## src/rtl/sclk_pkg.sv

```systemverilog
package sclk_pkg;
   typedef enum logic [2:0] {
      SRC_INT_QUIET,
      SRC_INT_DRIVE,
      SRC_EXT_OVS,
      SRC_SYNC_DRIVE,
      SRC_SYNC_EXT,
      SRC_BAD
   } src_e;
endpackage

```

## src/rtl/sclk_cfg_decode.sv

```systemverilog
module sclk_cfg_decode
   import sclk_pkg::*;
(
   input  logic       mode_sync,
   input  logic [1:0] clk_sel,
   output src_e       src,
   output logic       use_int,
   output logic       drive_pin,
   output logic       bad
);
   always_comb begin
      unique case ({mode_sync, clk_sel})
         3'b000:  src = SRC_INT_QUIET;
         3'b001:  src = SRC_INT_DRIVE;
         3'b010:  src = SRC_EXT_OVS;
         3'b100:  src = SRC_SYNC_DRIVE;
         3'b110:  src = SRC_SYNC_EXT;
         default: src = SRC_BAD;
      endcase
   end

   assign use_int   = (src == SRC_INT_QUIET) || (src == SRC_INT_DRIVE) || (src == SRC_SYNC_DRIVE);
   assign drive_pin = (src == SRC_INT_DRIVE) || (src == SRC_SYNC_DRIVE);
   assign bad       = (src == SRC_BAD);
endmodule

```

## src/rtl/sclk_edge_sync.sv

```systemverilog
module sclk_edge_sync #(
   parameter int STAGES = 2
) (
   input  logic clk,
   input  logic rst_n,
   input  logic pin_in,
   output logic rise
);
   localparam int LEN = STAGES + 1;

   if (STAGES < 2) begin : g_bad_stages
      $error("sclk_edge_sync: STAGES must be at least 2");
   end

   logic [LEN-1:0] sh;

   for (genvar i = 0; i < LEN; i++) begin : g_stage
      if (i == 0) begin : g_head
         always_ff @(posedge clk) begin
            if (!rst_n) sh[0] <= 1'b0;
            else        sh[0] <= pin_in;
         end
      end else begin : g_tail
         always_ff @(posedge clk) begin
            if (!rst_n) sh[i] <= 1'b0;
            else        sh[i] <= sh[i-1];
         end
      end
   end

   assign rise = sh[STAGES-1] & ~sh[STAGES];

   a_r9_rise_single: assert property (@(posedge clk) disable iff (!rst_n)
      rise |=> !rise);
endmodule

```

## src/rtl/sclk_ovs_div.sv

```systemverilog
module sclk_ovs_div #(
   parameter int RATIO = 16
) (
   input  logic clk,
   input  logic rst_n,
   input  logic active,
   input  logic rise,
   output logic hit
);
   localparam int CNT_W = $clog2(RATIO);
   localparam logic [CNT_W-1:0] CNT_MAX = CNT_W'(RATIO - 1);

   if (RATIO < 2 || (RATIO & (RATIO - 1)) != 0) begin : g_bad_ratio
      $error("sclk_ovs_div: RATIO must be a power of two, at least 2");
   end

   logic [CNT_W-1:0] cnt;

   always_ff @(posedge clk) begin
      if (!rst_n || !active) cnt <= '0;
      else if (rise)         cnt <= cnt + 1'b1;
   end

   assign hit = active & rise & (cnt == CNT_MAX);

   a_r5_wrap_on_hit: assert property (@(posedge clk) disable iff (!rst_n)
      hit |=> (cnt == '0));
   a_r5_idle_hold: assert property (@(posedge clk) disable iff (!rst_n)
      (active && $past(active) && !$past(rise)) |-> $stable(cnt));
endmodule

```

## src/rtl/sclk_src_sel.sv

```systemverilog
module sclk_src_sel
   import sclk_pkg::*;
#(
   parameter int SYNC_STAGES = 2,
   parameter int OVS_RATIO   = 16
) (
   input  logic       clk,
   input  logic       rst_n,
   input  logic       mode_sync,
   input  logic [1:0] clk_sel,
   input  logic       half_tick,
   input  logic       pin_in,
   output logic       bit_en,
   output logic       pin_out,
   output logic       pin_oe,
   output logic       cfg_err
);
   src_e src;
   logic use_int, drive_pin, bad;
   logic rise, ovs_hit;
   logic ck_q, en_q, err_q, en_d;

   sclk_cfg_decode u_dec (
      .mode_sync (mode_sync),
      .clk_sel   (clk_sel),
      .src       (src),
      .use_int   (use_int),
      .drive_pin (drive_pin),
      .bad       (bad)
   );

   sclk_edge_sync #(.STAGES(SYNC_STAGES)) u_sync (
      .clk    (clk),
      .rst_n  (rst_n),
      .pin_in (pin_in),
      .rise   (rise)
   );

   sclk_ovs_div #(.RATIO(OVS_RATIO)) u_ovs (
      .clk    (clk),
      .rst_n  (rst_n),
      .active (src == SRC_EXT_OVS),
      .rise   (rise),
      .hit    (ovs_hit)
   );

   always_comb begin
      unique case (src)
         SRC_INT_QUIET,
         SRC_INT_DRIVE,
         SRC_SYNC_DRIVE: en_d = half_tick & ~ck_q;
         SRC_SYNC_EXT:   en_d = rise;
         SRC_EXT_OVS:    en_d = ovs_hit;
         default:        en_d = 1'b0;
      endcase
   end

   always_ff @(posedge clk) begin
      if (!rst_n) begin
         ck_q  <= 1'b0;
         en_q  <= 1'b0;
         err_q <= 1'b0;
      end else begin
         en_q  <= en_d;
         err_q <= err_q | bad;
         if (!use_int)       ck_q <= 1'b0;
         else if (half_tick) ck_q <= ~ck_q;
      end
   end

   assign bit_en  = en_q;
   assign pin_out = ck_q & drive_pin;
   assign pin_oe  = drive_pin;
   assign cfg_err = err_q;

   logic resv_cfg;
   assign resv_cfg = ({mode_sync, clk_sel} == 3'b011) || ({mode_sync, clk_sel} == 3'b101) ||
                     ({mode_sync, clk_sel} == 3'b111);

   a_r7_resv_no_drive: assert property (@(posedge clk) disable iff (!rst_n)
      resv_cfg |-> !pin_oe);
   a_r7_resv_no_enable: assert property (@(posedge clk) disable iff (!rst_n)
      resv_cfg |=> (!bit_en && cfg_err));
   a_r7_err_sticky: assert property (@(posedge clk) disable iff (!rst_n)
      cfg_err |=> cfg_err);
   a_r9_no_back_to_back: assert property (@(posedge clk) disable iff (!rst_n)
      bit_en |=> !bit_en);
   a_r2_toggle_on_tick: assert property (@(posedge clk) disable iff (!rst_n)
      (pin_oe && $past(pin_oe) && $past(rst_n) && (pin_out != $past(pin_out))) |-> $past(half_tick));
endmodule

```

## config.mk

```make
export PLATFORM = sky130hd
export DESIGN_NAME = sclk_src_sel
export DESIGN_NICKNAME = d
export VERILOG_FILES = /design/src/rtl/sclk_pkg.sv /design/src/rtl/sclk_cfg_decode.sv /design/src/rtl/sclk_edge_sync.sv /design/src/rtl/sclk_ovs_div.sv /design/src/rtl/sclk_src_sel.sv
export SDC_FILE = /design/constraint.sdc
export NUM_CORES = 1
export LEC_CHECK = 0
export ABC_CLOCK_PERIOD_IN_PS = 1900
export CAP_MARGIN = 20
export CORE_AREA = 2 2 39 41
export DETAILED_ROUTE_END_ITERATION = 6
export DIE_AREA = 0 0 41 43
export GPL_TIMING_DRIVEN = 0
export HOLD_SLACK_MARGIN = 0.05
export SYNTH_ARGS = -nofsm -noshare
export SYNTH_HDL_FRONTEND = slang
export SYNTH_SLANG_ARGS = --single-unit
```

## constraint.sdc

```tcl
create_clock -name clk -period 1.9 [get_ports clk]
set_input_delay 0.57 -clock clk [delete_from_list [all_inputs] [get_ports clk]]
set_output_delay 0.57 -clock clk [all_outputs]
set_load 0.03 [all_outputs]
```

# Word level (Yosys, flattened, before mapping)
# Index checks and enable logic that the tools add are counted.
[word_totals]
reg_bits = 10
input_bits = 7
output_inout_bits = 4
wordCells = 38
[op_classes]
addsub = 1
eq_ne = 10
muxes = 2
bitwise_logic = 8
n_reduce_logical = 10
[ops]
columns = ["operator", "count"]
rows = [
  ["$pmux 3 s5", 1],
  ["$eq 3x3->1 const B", 4],
  ["$eq 3x2->1 const B", 3],
  ["$eq 3x1->1 const B", 2],
  ["$logic_not 3->1", 2],
  ["$and 1x1->1", 5],
  ["$add 4x1->4 const B", 1],
  ["$eq 4x4->1 const B", 1],
  ["$logic_or 1x1->1", 4],
  ["$pmux 1 s3", 1],
  ["$reduce_or 3->1", 1],
  ["$logic_not 1->1", 2],
  ["$not 1->1", 2],
  ["$reduce_and 2->1", 1],
  ["$or 1x1->1", 1],
]

# Logic depth before layout (Yosys ltp)
# Gate-level depths: netlist of run 1.
[depth]
word_depth = 6
depth_mapped = 4
mapped_depth_nobuf = 4

# Hierarchy
# Synthesis of run 1 repeated with hierarchy kept, for this count alone.
[hier_totals]
cells_unflattened = 52
hier_area_um2 = 494.2
[by_module_without_submodules]
columns = ["module", "n_inst", "cells_per_inst", "area_per_inst_um2", "seq_area_each_um2"]
rows = [
  ["sclk_ovs_div", 1, 21, 191.4, 80.1],
  ["sclk_src_sel", 1, 14, 138.9, 60.1],
  ["sclk_edge_sync", 1, 7, 92.6, 60.1],
  ["sclk_cfg_decode", 1, 10, 71.3, 0.0],
]

# Worst setup path before layout of run 1
# Ideal clock, no wire load.
[synth_path]
path_type = "in2out"
start = "input port mode_sync"
end = "output port pin_out"
arrival_time_ns = 1.349
required_time_ns = 1.330
path_slack_ns = -0.019
stages = 2
n_path_buf = 0
cell_sequence = "xnor2_1 -> nor3_1"
[synth_via]
elab_chain_cells = 5
elab_cells_between_ends = 10
classes_between = "eq/ne (6); mux (1); bitwise (1); reduce/logical (2)"
[synth_rtl]
columns = ["item", "line_no", "text"]
rows = [
  ["start, declared", "sclk_src_sel.sv:9", "input logic mode_sync,"],
  ["$eq 3x3->1 (tied with other cells)", "sclk_cfg_decode.sv:12", "unique case ({mode_sync, clk_sel})"],
  ["$pmux 3 s5 (*)", "sclk_cfg_decode.sv:12", ""],
  ["$eq 3x1->1 or $eq 3x2->1 (tied branches)", "sclk_cfg_decode.sv:23", "assign drive_pin = (src == SRC_INT_DRIVE) || (src == SRC_SYNC_DRIVE);"],
  ["$logic_or 1x1->1 (*)", "sclk_cfg_decode.sv:23", ""],
  ["$and 1x1->1 (*)", "sclk_src_sel.sv:72", "assign pin_out = ck_q & drive_pin;"],
  ["end, declared", "sclk_src_sel.sv:14", "output logic pin_out,"],
]
# Every way passes the cells marked *; elsewhere a longest branch is shown, timed or not.

# Worst setup path in the final report of run 1
[layout_path]
start = "register err_q, in the netlist cfg_err"
end = "output port cfg_err"
[layout_lines]
columns = ["item", "line_no", "text"]
rows = [
  ["start, declared", "sclk_src_sel.sv:21", "logic ck_q, en_q, err_q, en_d;"],
  ["start signal, assigned", "sclk_src_sel.sv:65", "err_q <= err_q | bad;"],
  ["end, declared", "sclk_src_sel.sv:16", "output logic cfg_err"],
]
# No word-level cell between the ends.

==> summary.txt, run 1 <==
Worst setup path
  – Crit-path cells: clkdlybuf4s50_1
  – Buf/Inv on CP: 1
  – CP Launch Type: flip-flop
  – Critical Path AT: 1.25 ns
  – Max incr delay on CP: 0.67 ns
  – Worst reg2reg setup slack: 0.61 ns
  – Kind of critical path: reg -> out
  – CP max FO: 2
  – Critical path data required time: 1.33 ns
  – Family with the most delay on the worst path: buffers and inverters
  – CP endpoint kind: output pin
  – CP max-delay cell: clkdlybuf4s50_1

Floorplan
  – Die height: 43 um
  – Core area: 1380 um2
  – Die width: 41 um
  – Top Ports: 11
  – Die area: 1760 um2
  – Initial core utilization: 30.3%
  – Row cnt: 14

Global route
  – Vias in the first global route: 295
  – Initial antenna violation count: 0
  – Largest net degree at the start of global routing: 7
  – Gr ovfl total: 0
  – Global-route wire length before repair: 1240 um
  – Overall global routing resource usage: 11.0%

Layout
  – Fillcell total: 143
  – Area of the multi-input gates: 220 um2
  – Finished layout cell area: 564 um2
  – Register area: 200 um2
  – Layout cells sized above 1: 20.0%
  – ANT cells: 0
  – Final #Nets: 65
  – Synthesis-to-finish area growth: 34.6%
  – Finished Core Util: 40.8%

CTS
  – Htree depth: 1
  – Worst-Skew Late Latency: 0.26 ns
  – CTS buffer count: 3
  – CTS tree: built
  – Root Driver: clkbuf_4
  – Cts hold-fix bufs: 0
  – Clock Path Buffers: 2
  – Clock sink count: 10
  – Reg clk slew, reported paths: 0.06 ns

Place
  – Post-DP Area: 544 um2
  – Place WS: -0.742 ns
  – Routability congestion estimate: 0.703
  – # port buffers: 10

Yosys
  – YS warnings: 0
  – Netlist cell types: 20
  – Syn nets: 50
  – Avg Inst Size Synth: 9.98 um2
  – Gate Count Post-Synth: 42
  – Sequential fraction of the synthesis area: 47.8%
  – Mapped cell area: 419 um2
  – Yosys reg bits: 10

Timing
  – Unrepaired setup endpoints after global routing: no
  – Pins Over Slew Limit: 0
  – Minimum clock period: 1.82 ns
  – Worst-margin pin slew: 0.338 ns
  – Tcrit/Tclk final: 95.9%
  – Fmax: 0.549 GHz
  – # setup viols final: 0
  – Fin. Hold Viols: 0
  – Rel. slew slack: 76.9%
  – Min setup slack post-route: 0.0786 ns
  – Clock skew: 0.000353 ns

Route
  – 1st-iter DRT viols: 4
  – Routed via count: 328
  – DRC Markers: 0
  – DRT Pass-1 Iters: 2
  – Antenna violation net count after detailed routing: 0
  – Wire per inst: 10.3 um
  – Drt total wl: 730 um
  – Vias per inst: 4.62

Power and ir drop
  – Worst vdd ir: 0.297 mV
  – Leakage: 0.220 nW
  – Design Power: 0.418 mW
  – P per Cell Area: 741 nW/um2

Job
  – Max-Cap Viols: 0

Hold path
  – Hold Crit Class: reg -> reg

Outcome
  – Status: complete, no violations
-- metrics by stage --
stage               cells  setup TNS [ns]  hold WS [ns]
floorplan              42               0         0.412
global placement       68           -1.46         0.414
detailed placement     68           -1.46         0.421
CTS                    71               0         0.436
global route           71               0         0.438
finish                 71               0         0.432
-- layout by cell type (no fill, tap or decap) --
cell	n
a2111oi_2	1
clkdlybuf4s50_1	5
or3_1	1
ha_1	1
clkdlybuf4s15_2	1
xnor2_2	1
mux2i_1	1
nand3b_1	2
clkbuf_4	3
and2_1	3
inv_1	3
dfxtp_1	10
a31oi_1	1
buf_4	2
nor3_2	1
o22a_1	1
a21oi_1	3
nand2b_4	1
nand3_1	1
dlygate4sd2_1	1
o21ai_0	2
nor2_1	4
clkbuf_2	1
and2b_1	1
xor2_1	2
a2111oi_0	1
xnor2_1	1
-- power breakdown --
part	internal, mW	switching (mW)
sequential	0.216	0.00305
combinational	0.0291	0.0304
clock	0.0729	0.0667
-- per-layer routing --
metal | GRT usage [%] | part of all wire, %
met2 | 12.2 | 42
met1 | 15.0 | 51
met5 | 0 | 0
met4 | 4.00 | 0
met3 | 9.42 | 6.7
-- cell usage after synthesis (all sizes together) --
library cell  number  area, um2
nand2b             1       13.8
and2               3       18.8
nor3               1       5.00
a31oi              1       6.26
ha                 1       12.5
or3                1       6.26
nand3              1       5.00
o21ai              2       10.0
and2b              1       7.51
dfxtp             10        200
inv                3       11.3
a21oi              3       15.0
nor2               4       15.0
xnor2              2       17.5
xor2               2       17.5
o22a               1       8.76
mux2i              1       10.0
a2111oi            2       23.8
nand3b             2       15.0
-- worst register-to-register path, stage by stage, from the launching register on --
cell and delay (ns):
dfxtp_1 0.37, ha_1 0.19, a31oi_1 0.09, o22a_1 0.19, a2111oi_2 0.34
-- sequential cells by signal, summed over array words and instances (netlist names) --
register   cells
bit_en         1
cfg_err        1
ck_q           1
u_ovs.cnt      4
u_sync.sh      3
-- final timing paths --
check	cells after the start	from	to
worst max-delay path	1	cfg_err$_SDFF_PN0_	cfg_err
worst min-delay path	1	u_sync.sh[0]$_SDFF_PN0_	u_sync.sh[1]$_SDFF_PN0_
worst max register to register	4	u_ovs.cnt[0]$_SDFFE_PP0P_	bit_en$_SDFF_PN0_
worst min register to register	1	u_sync.sh[0]$_SDFF_PN0_	u_sync.sh[1]$_SDFF_PN0_
-- cell families after synthesis --
family | Yosys count | synth area share, %
AOI/OAI and AO/OA | 9 | 15.2
adders and majority gates | 1 | 2.98
xor gates and xnor gates | 4 | 8.36
muxes | 1 | 2.39
DFF | 10 | 47.8
buffers and inverters | 3 | 2.69
and+or+nand+nor | 14 | 20.6
-- layout make-up --
class / instances / share of cell area (%)
clock buffer: 3 / 3.99
inverter: 3 / 2.00
multi-input combinational: 29 / 39.0
sequential: 10 / 35.5
tap: 16 / 3.55
timing repair buffer: 10 / 16.0
-- what timing repair did --
| item | CTS | global route |
|---|---|---|
| setup buffers | 0 | 0 |
| resized for setup | 18 | 2 |
| hold endpoints to repair | 0 | 0 |
| setup endpoints to repair | 2 | 1 |
| pin swaps | 0 | 0 |
Power figures use the tool's default switching activity.
==> run 2, diff against run 1 <==
ABC_AREA = 1   (was not set)
ABC_CLOCK_PERIOD_IN_PS = not set   (was 1900)
SETUP_SLACK_MARGIN = 0.1   (was not set)
==> run 2 against run 1 <==
Final cell count is 30% higher; largest cell class unchanged; critical path type is now in -> out; global-route usage is 0.66 points higher; clock skew is 0.0050 ns higher; critical path depth is 4 higher; first-iteration DRC count is 25% lower.
==> summary.txt, run 2 <==
Yosys
  – Mapped cell area: 459 um2
  – Syn nets: 71
  – Largest family of logic cells by synthesized area: simple AND/OR/NAND/NOR gates
  – Yosys top cell by area: dfxtp_1
  – Top cell type's share of synthesized area: 43.6%
  – Most instantiated cells after synthesis: nand2_1, inv_1, dfxtp_1, a21oi_1, nor2_1
  – Count leader, synth: nand2_1
  – Post-synthesis simple-gate area fraction: 28.1%
  – Yosys reg bits: 10
  – Post-synth EDFFs: 0
  – Synth top area cells: dfxtp_1, nand2_1, inv_1
  – Synth async-reset ratio: 0%
  – Gate Count Post-Synth: 63
  – YS warnings: 0
  – Compound-Gate Fraction of Synth Area: 7.63%
  – Synth Flop Type: dfxtp_1
  – Synth Area in Adders: 2.72%
  – Mux share of post-synthesis cell area: 0%
  – Xor/xnor cell area share of the yosys netlist: 5.72%
  – Avg Inst Size Synth: 7.29 um2
  – Netlist cell types: 16
  – Sequential fraction of the synthesis area: 43.6%

Timing
  – Clock skew: 0.00540 ns
  – Tcrit/Tclk final: 92.6%
  – Pins Over Slew Limit: 0
  – # setup viols final: 0
  – Min setup slack post-route: 0.142 ns
  – Setup TNS: 0 ns
  – Worst-margin pin slew: 0.298 ns
  – Minimum clock period: 1.76 ns
  – Fmax: 0.569 GHz
  – Unrepaired setup endpoints after global routing: no
  – Fin. Hold Viols: 0
  – Worst Hold Slack: 0.411 ns
  – Rel. slew slack: 80.2%

Route
  – 1st-iter DRT viols: 3
  – Routed via count: 387
  – DRC Markers: 0
  – Drt total wl: 771 um
  – DRT Pass-1 Iters: 4
  – Wire per inst: 8.38 um
  – Antenna violation net count after detailed routing: 0
  – Vias per inst: 4.21

Power and ir drop
  – Worst vdd ir: 0.498 mV
  – Leakage: 0.315 nW
  – P per Cell Area: 682 nW/um2
  – Design Power: 0.416 mW

Hold path
  – Hold Crit Class: reg -> reg
  – Hold depth: 2
  – Hold Path Origin: u_sync.sh[0]$_SDFF_PN0_
  – Hold path endpoint: u_sync.sh[1]$_SDFF_PN0_

Layout
  – Final #Nets: 86
  – ANT cells: 0
  – Fillcell total: 149
  – Max reg flops: 4
  – Most flops, register: u_ovs.cnt
  – Commonest non-fill, non-tap cell in the layout: nand2_1
  – Synthesis-to-finish area growth: 33.0%
  – Most frequent cells in the layout: nand2_1, inv_1, dfxtp_1
  – Layout cells sized above 1: 21.1%
  – Biggest regs: u_ovs.cnt x4, u_sync.sh x3
  – Area of the multi-input gates: 228 um2
  – Register area: 200 um2

Global route
  – Gr ovfl total: 0
  – Largest net degree at the start of global routing: 6
  – Overall global routing resource usage: 11.7%
  – Vias in the first global route: 332
  – Initial antenna violation count: 0
  – Global-route wire length before repair: 1320 um

Worst setup path
  – CP max-delay cell: o21ai_4
  – Worst reg2reg setup slack: 0.88 ns
  – CP max FO: 4
  – Reg-to-Reg Start: u_ovs.cnt[0]$_SDFFE_PP0P_
  – Kind of critical path: in -> out
  – CP Launch Type: primary input
  – Worst reg2reg endpoint: u_ovs.cnt[2]$_SDFFE_PP0P_
  – Crit-path cells: buf_2 > o21ai_4 > a21oi_4 > and2_4 > buf_6
  – Critical Path AT: 1.19 ns
  – Critical path data required time: 1.33 ns
  – Reg2Reg Depth: 4
  – CP endpoint kind: output pin
  – Max incr delay on CP: 0.17 ns

Place
  – Routability congestion estimate: 0.717
  – # port buffers: 10
  – Detailed placer's ending HPWL: 589 um
  – Place WS: -0.874 ns

CTS
  – Worst-Skew Late Latency: 0.26 ns
  – CTS buffer count: 3
  – Number of setup buffers added after CTS: 0
  – Clock sink count: 10
  – Root Driver: clkbuf_4
  – Htree depth: 1
  – CTS tree: built
  – Clock Path Buffers: 2
  – Reg clk slew, reported paths: 0.06 ns

Floorplan
  – Die width: 41 um
  – Initial core utilization: 33.2%
  – Die area: 1760 um2
  – Row cnt: 14
  – Die height: 43 um
  – Core area: 1380 um2
  – Top Ports: 11

Job
  – Max-Cap Viols: 0

Outcome
  – Status: complete, no violations
[run 2: critical path: cells and delay by family]
| kind | cells | cell delay (ns) |
|---|---|---|
| buffers and inverters | 2 | 0.27 |
| and+or+nand+nor | 1 | 0.13 |
| AOI/OAI and AO/OA | 2 | 0.21 |
[run 2: cell families after synthesis]
family                   Yosys count
AO/OA/AOI/OAI                      7
adder cells (fa/ha/maj)            1
AND/OR/NAND/NOR                   27
XOR/XNOR                           3
buffers and inverters             15
flip-flops                        10
[run 2: per-layer routing]
metal | global-route usage [%] | vias to the layer above | wire length [um] | share of wire [%]
li1 | - | 214 | - | -
met5 | 0 | - | 0 | 0
met3 | 9.42 | 2 | 50 | 6.5
met1 | 14.2 | 161 | 371 | 48
met2 | 15.0 | 10 | 334 | 43
met4 | 4.00 | 0 | 14 | 1.8
[run 2: worst max-delay path by stage]
| stage | from | slack [ns] | depth (start not counted) | endpoint |
|---|---|---|---|---|
| 3_5_place_dp | mode_sync | -0.87 | 5 | pin_out |
| 2_1_floorplan | clk_sel[1] | 0.12 | 4 | pin_out |
| 3_3_place_gp | clk_sel[0] | -0.87 | 5 | pin_out |
| 4_1_cts | mode_sync | 0.14 | 5 | pin_out |
| 6_report | mode_sync | 0.14 | 5 | pin_out |
| 5_1_grt | clk_sel[1] | 0.11 | 6 | pin_out |
[run 2: cell type report]
| cell class | count | share of cell area (%) |
|---|---|---|
| Tap cell | 16 | 3.28 |
| Clock buffer | 3 | 3.69 |
| Timing Repair Buffer | 10 | 13.3 |
| Sequential cell | 10 | 32.8 |
| Inverter | 15 | 9.63 |
| Multi-Input combinational cell | 38 | 37.3 |
[run 2: report_power, final]
| part | total [mW] | leakage [nW] | internal [mW] | switching (mW) |
|---|---|---|---|---|
| Sequential | 0.219 | 0.0816 | 0.216 | 0.00328 |
| Clock | 0.139 | 0.0138 | 0.0729 | 0.0657 |
| Combinational | 0.0585 | 0.220 | 0.0242 | 0.0344 |
[run 2: what timing repair did]
item                                    4_1_cts  5_1_grt
gates resized for setup                      29        3
pin swaps                                     1        0
hold endpoints to repair                      0        0
hold buffers                                  0        0
endpoints found under the setup margin        4        1
cloned                                        0        0
[run 2: metrics by stage]
step	utilization, %	area, um2	instances
after floorplan	-	472	63
after global placement	42.8	592	89
after detailed placement	42.8	592	89
after CTS	43.2	598	92
after global routing	44.1	611	92
final	44.1	611	92
